**src/rtl/alarm_pkg.sv**
```systemverilog
package alarm_pkg;
  localparam int OFS_INTERVAL = 0;
  localparam int OFS_REMAIN   = 1;
  localparam int OFS_RUN      = 2;
  localparam int OFS_IRQEN    = 3;
  localparam int OFS_STATUS   = 4;
  localparam int OFS_WAKE     = 5;

  typedef struct packed {
    logic load;
    logic step;
    logic clear;
  } alarmStrobe_t;
endpackage

```
**src/rtl/alarm_datapath.sv**
```systemverilog
module alarm_datapath
  import alarm_pkg::*;
#(
  parameter int CNT_W = 32
) (
  input  logic             clk,
  input  logic             rstN,
  input  alarmStrobe_t     strb,
  input  logic [CNT_W-1:0] loadVal,
  output logic [CNT_W-1:0] countQ,
  output logic             pendingQ
);
  localparam logic [CNT_W-1:0] ONE = CNT_W'(1);

  logic isZero;
  logic expire;

  assign isZero = (countQ == '0);
  assign expire = strb.step && !strb.load && (countQ == ONE);

  always_ff @(posedge clk) begin
    if (!rstN) begin
      countQ <= '0;
    end else if (strb.load) begin
      countQ <= loadVal;
    end else if (strb.step && !isZero) begin
      countQ <= countQ - ONE;
    end
  end

  always_ff @(posedge clk) begin
    if (!rstN) begin
      pendingQ <= 1'b0;
    end else if (expire) begin
      pendingQ <= 1'b1;
    end else if (strb.clear) begin
      pendingQ <= 1'b0;
    end
  end

  AST_LOAD_COPIES: assert property (@(posedge clk) disable iff (!rstN)
    strb.load |=> countQ == $past(loadVal));
  AST_HOLD_IDLE: assert property (@(posedge clk) disable iff (!rstN)
    (!strb.load && !strb.step) |=> $stable(countQ));
  AST_ZERO_STAYS: assert property (@(posedge clk) disable iff (!rstN)
    (isZero && !strb.load) |=> countQ == '0);
  AST_EXPIRY_SETS: assert property (@(posedge clk) disable iff (!rstN)
    (strb.step && !strb.load && countQ == ONE) |=> (pendingQ && countQ == '0));
  AST_PEND_STICKY: assert property (@(posedge clk) disable iff (!rstN)
    (pendingQ && !strb.clear) |=> pendingQ);
  AST_SET_BEATS_CLEAR: assert property (@(posedge clk) disable iff (!rstN)
    (strb.clear && strb.step && !strb.load && countQ == ONE) |=> pendingQ);
endmodule

```
**src/rtl/alarm_ctrl.sv**
```systemverilog
module alarm_ctrl
  import alarm_pkg::*;
#(
  parameter int ADDR_W = 3,
  parameter int DATA_W = 32
) (
  input  logic              clk,
  input  logic              rstN,
  input  logic              secTick,
  input  logic              wrEn,
  input  logic [ADDR_W-1:0] addr,
  input  logic [DATA_W-1:0] wdata,
  input  logic [DATA_W-1:0] countVal,
  input  logic              pendingVal,
  output alarmStrobe_t      strb,
  output logic [DATA_W-1:0] rdata,
  output logic              irq,
  output logic              wake
);
  logic runQ;
  logic irqEnQ;
  logic wakeCfgQ;
  logic hitRun, hitIrqEn, hitWake;

  assign hitRun   = wrEn && (addr == ADDR_W'(OFS_RUN));
  assign hitIrqEn = wrEn && (addr == ADDR_W'(OFS_IRQEN));
  assign hitWake  = wrEn && (addr == ADDR_W'(OFS_WAKE));

  assign strb.load  = wrEn && (addr == ADDR_W'(OFS_INTERVAL));
  assign strb.step  = secTick && runQ;
  assign strb.clear = wrEn && (addr == ADDR_W'(OFS_STATUS)) && wdata[0];

  always_ff @(posedge clk) begin
    if (!rstN) begin
      runQ     <= 1'b0;
      irqEnQ   <= 1'b0;
      wakeCfgQ <= 1'b0;
    end else begin
      if (hitRun)   runQ     <= wdata[0];
      if (hitIrqEn) irqEnQ   <= wdata[0];
      if (hitWake)  wakeCfgQ <= wdata[0];
    end
  end

  always_comb begin
    rdata = '0;
    case (int'(addr))
      OFS_REMAIN: rdata = countVal;
      OFS_RUN:    rdata[0] = runQ;
      OFS_IRQEN:  rdata[0] = irqEnQ;
      OFS_STATUS: rdata[0] = pendingVal;
      OFS_WAKE:   rdata[0] = wakeCfgQ;
      default:    rdata = '0;
    endcase
  end

  assign irq  = pendingVal && irqEnQ;
  assign wake = pendingVal && wakeCfgQ;

  AST_IRQ_OFF_AFTER_MASK: assert property (@(posedge clk) disable iff (!rstN)
    (hitIrqEn && !wdata[0]) |=> !irq);
  AST_WAKE_FOLLOWS_CFG: assert property (@(posedge clk) disable iff (!rstN)
    (hitWake && wdata[0] && pendingVal && !strb.clear) |=> wake);
  AST_NO_STEP_WHEN_STOPPED: assert property (@(posedge clk) disable iff (!rstN)
    (hitRun && !wdata[0]) |=> !strb.step);
endmodule

```
**src/rtl/countdown_alarm.sv**
```systemverilog
module countdown_alarm
  import alarm_pkg::*;
#(
  parameter int ADDR_W = 3,
  parameter int DATA_W = 32
) (
  input  logic              clk,
  input  logic              rstN,
  input  logic              secTick,
  input  logic              wrEn,
  input  logic [ADDR_W-1:0] addr,
  input  logic [DATA_W-1:0] wdata,
  output logic [DATA_W-1:0] rdata,
  output logic              irq,
  output logic              wake
);
  alarmStrobe_t      strb;
  logic [DATA_W-1:0] countQ;
  logic              pendingQ;

  alarm_ctrl #(.ADDR_W(ADDR_W), .DATA_W(DATA_W)) ctrl_i (
    .clk(clk), .rstN(rstN), .secTick(secTick), .wrEn(wrEn), .addr(addr),
    .wdata(wdata), .countVal(countQ), .pendingVal(pendingQ), .strb(strb),
    .rdata(rdata), .irq(irq), .wake(wake)
  );

  alarm_datapath #(.CNT_W(DATA_W)) dp_i (
    .clk(clk), .rstN(rstN), .strb(strb), .loadVal(wdata),
    .countQ(countQ), .pendingQ(pendingQ)
  );

  AST_RESET_QUIET: assert property (@(posedge clk)
    !rstN |=> (!irq && !wake));
endmodule

```
**config.mk**
```make
export PLATFORM = sky130hd
export DESIGN_NAME = countdown_alarm
export DESIGN_NICKNAME = d
export VERILOG_FILES = /design/src/rtl/alarm_pkg.sv /design/src/rtl/alarm_datapath.sv /design/src/rtl/alarm_ctrl.sv /design/src/rtl/countdown_alarm.sv
export SDC_FILE = /design/constraint.sdc
export NUM_CORES = 1
export LEC_CHECK = 0
export BUFFER_PORTS_ARGS = -buffer_cell sky130_fd_sc_hd__buf_2
export CAP_MARGIN = 40
export CORE_MARGIN = 4
export CORE_UTILIZATION = 52
export CTS_CLUSTER_DIAMETER = 120
export DETAILED_ROUTE_END_ITERATION = 12
export GPL_ROUTABILITY_DRIVEN = 0
export PLACE_DENSITY = 0.91
export SYNTH_ARGS = -nofsm -noshare
export SYNTH_HDL_FRONTEND = slang
export SYNTH_SLANG_ARGS = --single-unit
```
**constraint.sdc**
```tcl
create_clock -name clk -period 2.8 [get_ports clk]
set_input_delay 0 -clock clk [delete_from_list [all_inputs] [get_ports clk]]
set_output_delay 0 -clock clk [all_outputs]
set_load 0.02 [all_outputs]
```
# Word-level counts from Yosys, hierarchy flattened
# Cells that the tools add are included.
# classes
addsub,1
n_eq_ne,6
muxes,6
reduce_logical,18
# ops
op,count
$mux W32,2
$eq A32 B1 Y1 const B,1
$logic_not A32 Y1,1
$sub A32 B1 Y32 const B,1
$mux W31,1
$logic_and A1 B1 Y1,12
$eq A3 B2 Y1 const B,2
$eq A3 B3 Y1 const B,2
$pmux W1 S5,1
$reduce_bool A2 Y1,2
$eq A3 B1 Y1 const B,1
$logic_not A3 Y1,1
$logic_not A1 Y1,2
$mux W1,2
# word_totals
regBits,36
in_bits,39
out_inout_bits,34
wordCells,36

# Longest topological paths before layout
# depth
ltp_word,6
depth_mapped,9
depth_no_buf,7

# Modules after synthesis
# Synthesis repeated with hierarchy kept, for this count alone.
# unflattened
hier_cells,309
hier_area_um2,2686.3
# modules_own_cells
mod,instances,cells_each,area_per_inst_um2,seq_area_each_um2
alarm_datapath,1,248,2187.1,660.6
alarm_ctrl,1,61,499.2,60.1

# Worst setup path after synthesis
# No wires, ideal clock.
# synth_path
path_type,register -> register
startpoint,register dp_i.countQ[16]
endpoint,register dp_i.countQ[1]
setup_time_ps,84
arrival_ps,2230
required_ps,2716
slack_ps,486
stages_incl_launch_ff,7
path_buffers,1
synth_period_minus_slack_ps,2314
cell_sequence,dfxtp_1 > or4_1 > buf_2 > or4_4 > o21a_4 > mux2_4 > o31ai_2
# synth_via
elab_chain_cells,4
# synth_lines
element,line,text
start: declaration,alarm_datapath.sv:10,"output logic [CNT_W-1:0] countQ,"
start signal: assignment,alarm_datapath.sv:25,countQ <= loadVal;
start signal: assignment,alarm_datapath.sv:27,countQ <= countQ - ONE;
$logic_not A32 Y1,alarm_datapath.sv:18,assign isZero = (countQ == '0);
$logic_not A1 Y1,alarm_datapath.sv:26,end else if (strb.step && !isZero) begin
$logic_and A1 B1 Y1,alarm_datapath.sv:26,
$reduce_bool A2 Y1 (no line),--,
# No other way between the ends.
# A chain may end at the register's enable or synchronous reset.

# Worst setup path in the final report
# layout_path
startpoint,register dp_i.countQ[16]
endpoint,register dp_i.countQ[23]
# layout_via
elab_chain_cells,4
word_cells_on_any_way,7
classes_between,1 x add/sub; 2 x mux; 4 x reduce/logical
# layout_lines
element
branches (longest 4 deep; another with $sub A32 B1 Y32)
# Several ways; the timed one is not identified. The select of a mux whose other input is x is not followed.

==> impl_metrics.toml <==
[timing]
period_share_pct = 87.9
post-route-min-period_ns = 2.46
fmax_ghz = 0.406
hold_viol = 0
rsz0062_at_grt = "no"
setup_violations = 0
relSlewSlack_pct = 64.1
fin_skew_ns = 0.00316
finalSetupTns_ns = 0
drv_slew = 0
worstMarginPinSlew_ns = 0.539
hold_ws_ns = 0.00534
fin_ws_ns = 0.337

[clock_tree]
cts_num_sinks = 36
clk_pin_slew_ns = 0.07
cts_tree = "done"
htree_levels = 2
cts_buffers = 5
cts_setup_buffers = 0
insertion_delay_ns = 0.29
cts-root-buf = "clkbuf_8"
clockBufferDepth = 2
post_cts_resized = 0

[placement]
io_buffers = 72
place_ws_ns = 0.380
dp.cells = 414
dp_hpwl_mm = 4.61

[worst_setup_path]
end_kind = "flop"
cp_max_fo = 7
critical_path_class = "reg2reg"
r2r_cells = 5
worstPathArrival_ns = 2.67
r2r_start = "dp_i.countQ[16]$_SDFFE_PN0P_"
r2r_setup_slack_ns = 0.34
cp-startpoint = "dp_i.countQ[16]$_SDFFE_PN0P_"
startpoint_type = "flop"
cp_data_required_time_ns = 3.01
rr_endpoint = "dp_i.countQ[23]$_SDFFE_PN0P_"

[cells_and_area]
layout_commonest_cell = "buf_2"
mostFrequentLayoutCells = "buf_2 (72), o21ai_0 (38), dfxtp_1 (36), and3_1 (32)"
nFillCells = 387
nNetsFinal = 417
fin_cells = 429
area_growth_pct = 23.0
drive_above_1_share_pct = 26.3
fin_util_pct = 66.6
antenna_cells = 0

[power_and_ir_drop]
clock_power_share_pct = 30.8
power_density_nw_per_um2 = 425
power_frac_seq_pct = 44.8
p_sw_share_pct = 31.3
leakagePower_nw = 1.35
combPwrFrac_pct = 24.3
power.switching_mw = 0.391
internal_power_mw = 0.858
ir_drop_uv = 316

[floorplan]
initial_utilization_pct = 54.1
rows = 24
core_um2 = 4410
ios = 73
die_h_um = 75.8
fp.dieW_um = 75.8
die_area_um2 = 5740

[synth]
synth_seq_cells = 36
synth.area.top_cells = "dfxtp_1 (30%), and3_1 (8.4%), o21ai_0 (8.0%)"
synth_top_area_cell = "dfxtp_1"
ys_types = 46
synthCells = 304
avgSynthCellArea_um2 = 7.86
synth-seq-area-share_pct = 30.2
synth_top_cell_area_share_pct = 30.2
syn_nets = 345
netlist_area_um2 = 2390
synth_warnings = 0

[grt]
grt-ovfl-total = 0
grt_pass1_vias = 2392
grt_max_degree = 63
antenna_found_initial = 0
grt_use_total_pct = 24.2
grt_pass1_wl_mm = 10.9

[worst_hold_path]
hold-path-cell-count = 3
hold_path_end = "dp_i.countQ[19]$_SDFFE_PN0P_"
worstHoldStart = "wdata[19]"
hp-class = "in2reg"

[job]
cap_violations = 0

[routing]
avgRoutedWirePerCell_um = 16.0
drt_first_pass_iters = 5
ant_nets = 0
dr.first_iter.drc_count = 226
drcViolationCount = 0
via_per_inst = 6.35
vias = 2726
routed_wl_mm = 6.87

[run_status]
status = "finished, final reports clean"
[flip-flops by register name (all words and copies together) (netlist names)]
name	flops
dp_i.countQ	32
ctrl_i.runQ	1
ctrl_i.irqEnQ	1
dp_i.pendingQ	1
ctrl_i.wakeCfgQ	1
[worst max-delay path by stage]
stage,endpoint,cells past startpoint,slack [ns]
floorplan,dp_i.countQ[1]$_SDFFE_PN0P_,6,0.49
global placement,dp_i.countQ[1]$_SDFFE_PN0P_,5,0.43
detailed placement,dp_i.countQ[1]$_SDFFE_PN0P_,5,0.38
CTS,dp_i.countQ[1]$_SDFFE_PN0P_,5,0.36
global route,dp_i.countQ[23]$_SDFFE_PN0P_,5,0.20
finish,dp_i.countQ[23]$_SDFFE_PN0P_,5,0.34
[metal layers]
layer / routed length (µm) / GRT usage, % / vias to the layer above
met2: 3190 / 37.9 / 119
met4: 139 / 9.71 / 0
met1: 3040 / 32.4 / 1273
met5: 0 / 0 / -
li1: - / - / 1320
met3: 491 / 5.01 / 14
[cell usage after synthesis, drive strengths merged]
master / number
o21ai: 39
o311ai: 1
nor2b: 3
nand4: 5
ha: 2
or4: 17
and4: 2
nor4: 8
inv: 3
a2111oi: 1
a22oi: 1
a221oi: 1
mux2i: 4
nand2: 13
a211oi: 7
o41ai: 1
buf: 4
mux2: 1
and2: 5
o2111ai: 1
nor2: 13
o31ai: 8
and3: 32
o21a: 2
nor4b: 2
or2: 1
xnor2: 9
clkbuf: 19
or4b: 1
nor3b: 3
dfxtp: 36
a21oi: 13
nand3: 8
xor2: 1
a31oi: 16
nand3b: 1
nor3: 8
or3: 12
[metrics by stage]
| step | cell area (µm²) | power [mW] |
|---|---|---|
| 3_5_place_dp | 2780 | 0.857 |
| 3_3_place_gp | 2780 | 0.849 |
| 2_1_floorplan | 2390 | 0.765 |
| 6_report | 2940 | 1.25 |
| 5_1_grt | 2940 | 1.31 |
| 4_1_cts | 2940 | 1.24 |
[cell type report]
class	instances	area, µm²	area share, %
clock buffer	8	90.1	3.07
timing repair buffer	88	498	16.9
inverter	3	11.3	0.383
multi-input combinational	242	1550	52.9
sequential	36	721	24.5
tap	52	65.1	2.21
[critical path, stage by stage (launching register included)]
cell       delay, ns
dfxtp_1         0.35
or4_1           0.68
or4_4           0.62
o2111ai_2       0.39
xor2_1          0.11
a211oi_1        0.23
[cell families (layout without fill, tap and decap cells)]
| group | Yosys count | count (layout) | share of synthesized area [%] |
|---|---|---|---|
| multiplexers | 5 | 5 | 2.30 |
| XOR/XNOR | 10 | 10 | 3.67 |
| adder cells (fa/ha/maj) | 2 | 2 | 1.05 |
| buffers and inverters | 26 | 99 | 4.77 |
| AND/OR/NAND/NOR | 134 | 134 | 34.5 |
| flip-flops | 36 | 36 | 30.2 |
| AO/OA/AOI/OAI | 91 | 91 | 23.5 |
[repair_timing]
action / in CTS / in global routing
hold buffers: 7 / 0
endpoints found under the setup margin: 0 / 0
endpoints found under the hold margin: 7 / 0
[power groups by stage]
stage	clock, mW	sequential (mW)	combinational (mW)
floorplan	0	0.562	0.203
global placement	0	0.569	0.280
detailed placement	0	0.571	0.286
CTS	0.386	0.559	0.298
global route	0.411	0.564	0.334
finish	0.385	0.560	0.304
No activity file was read; power rests on OpenSTA's default activity.
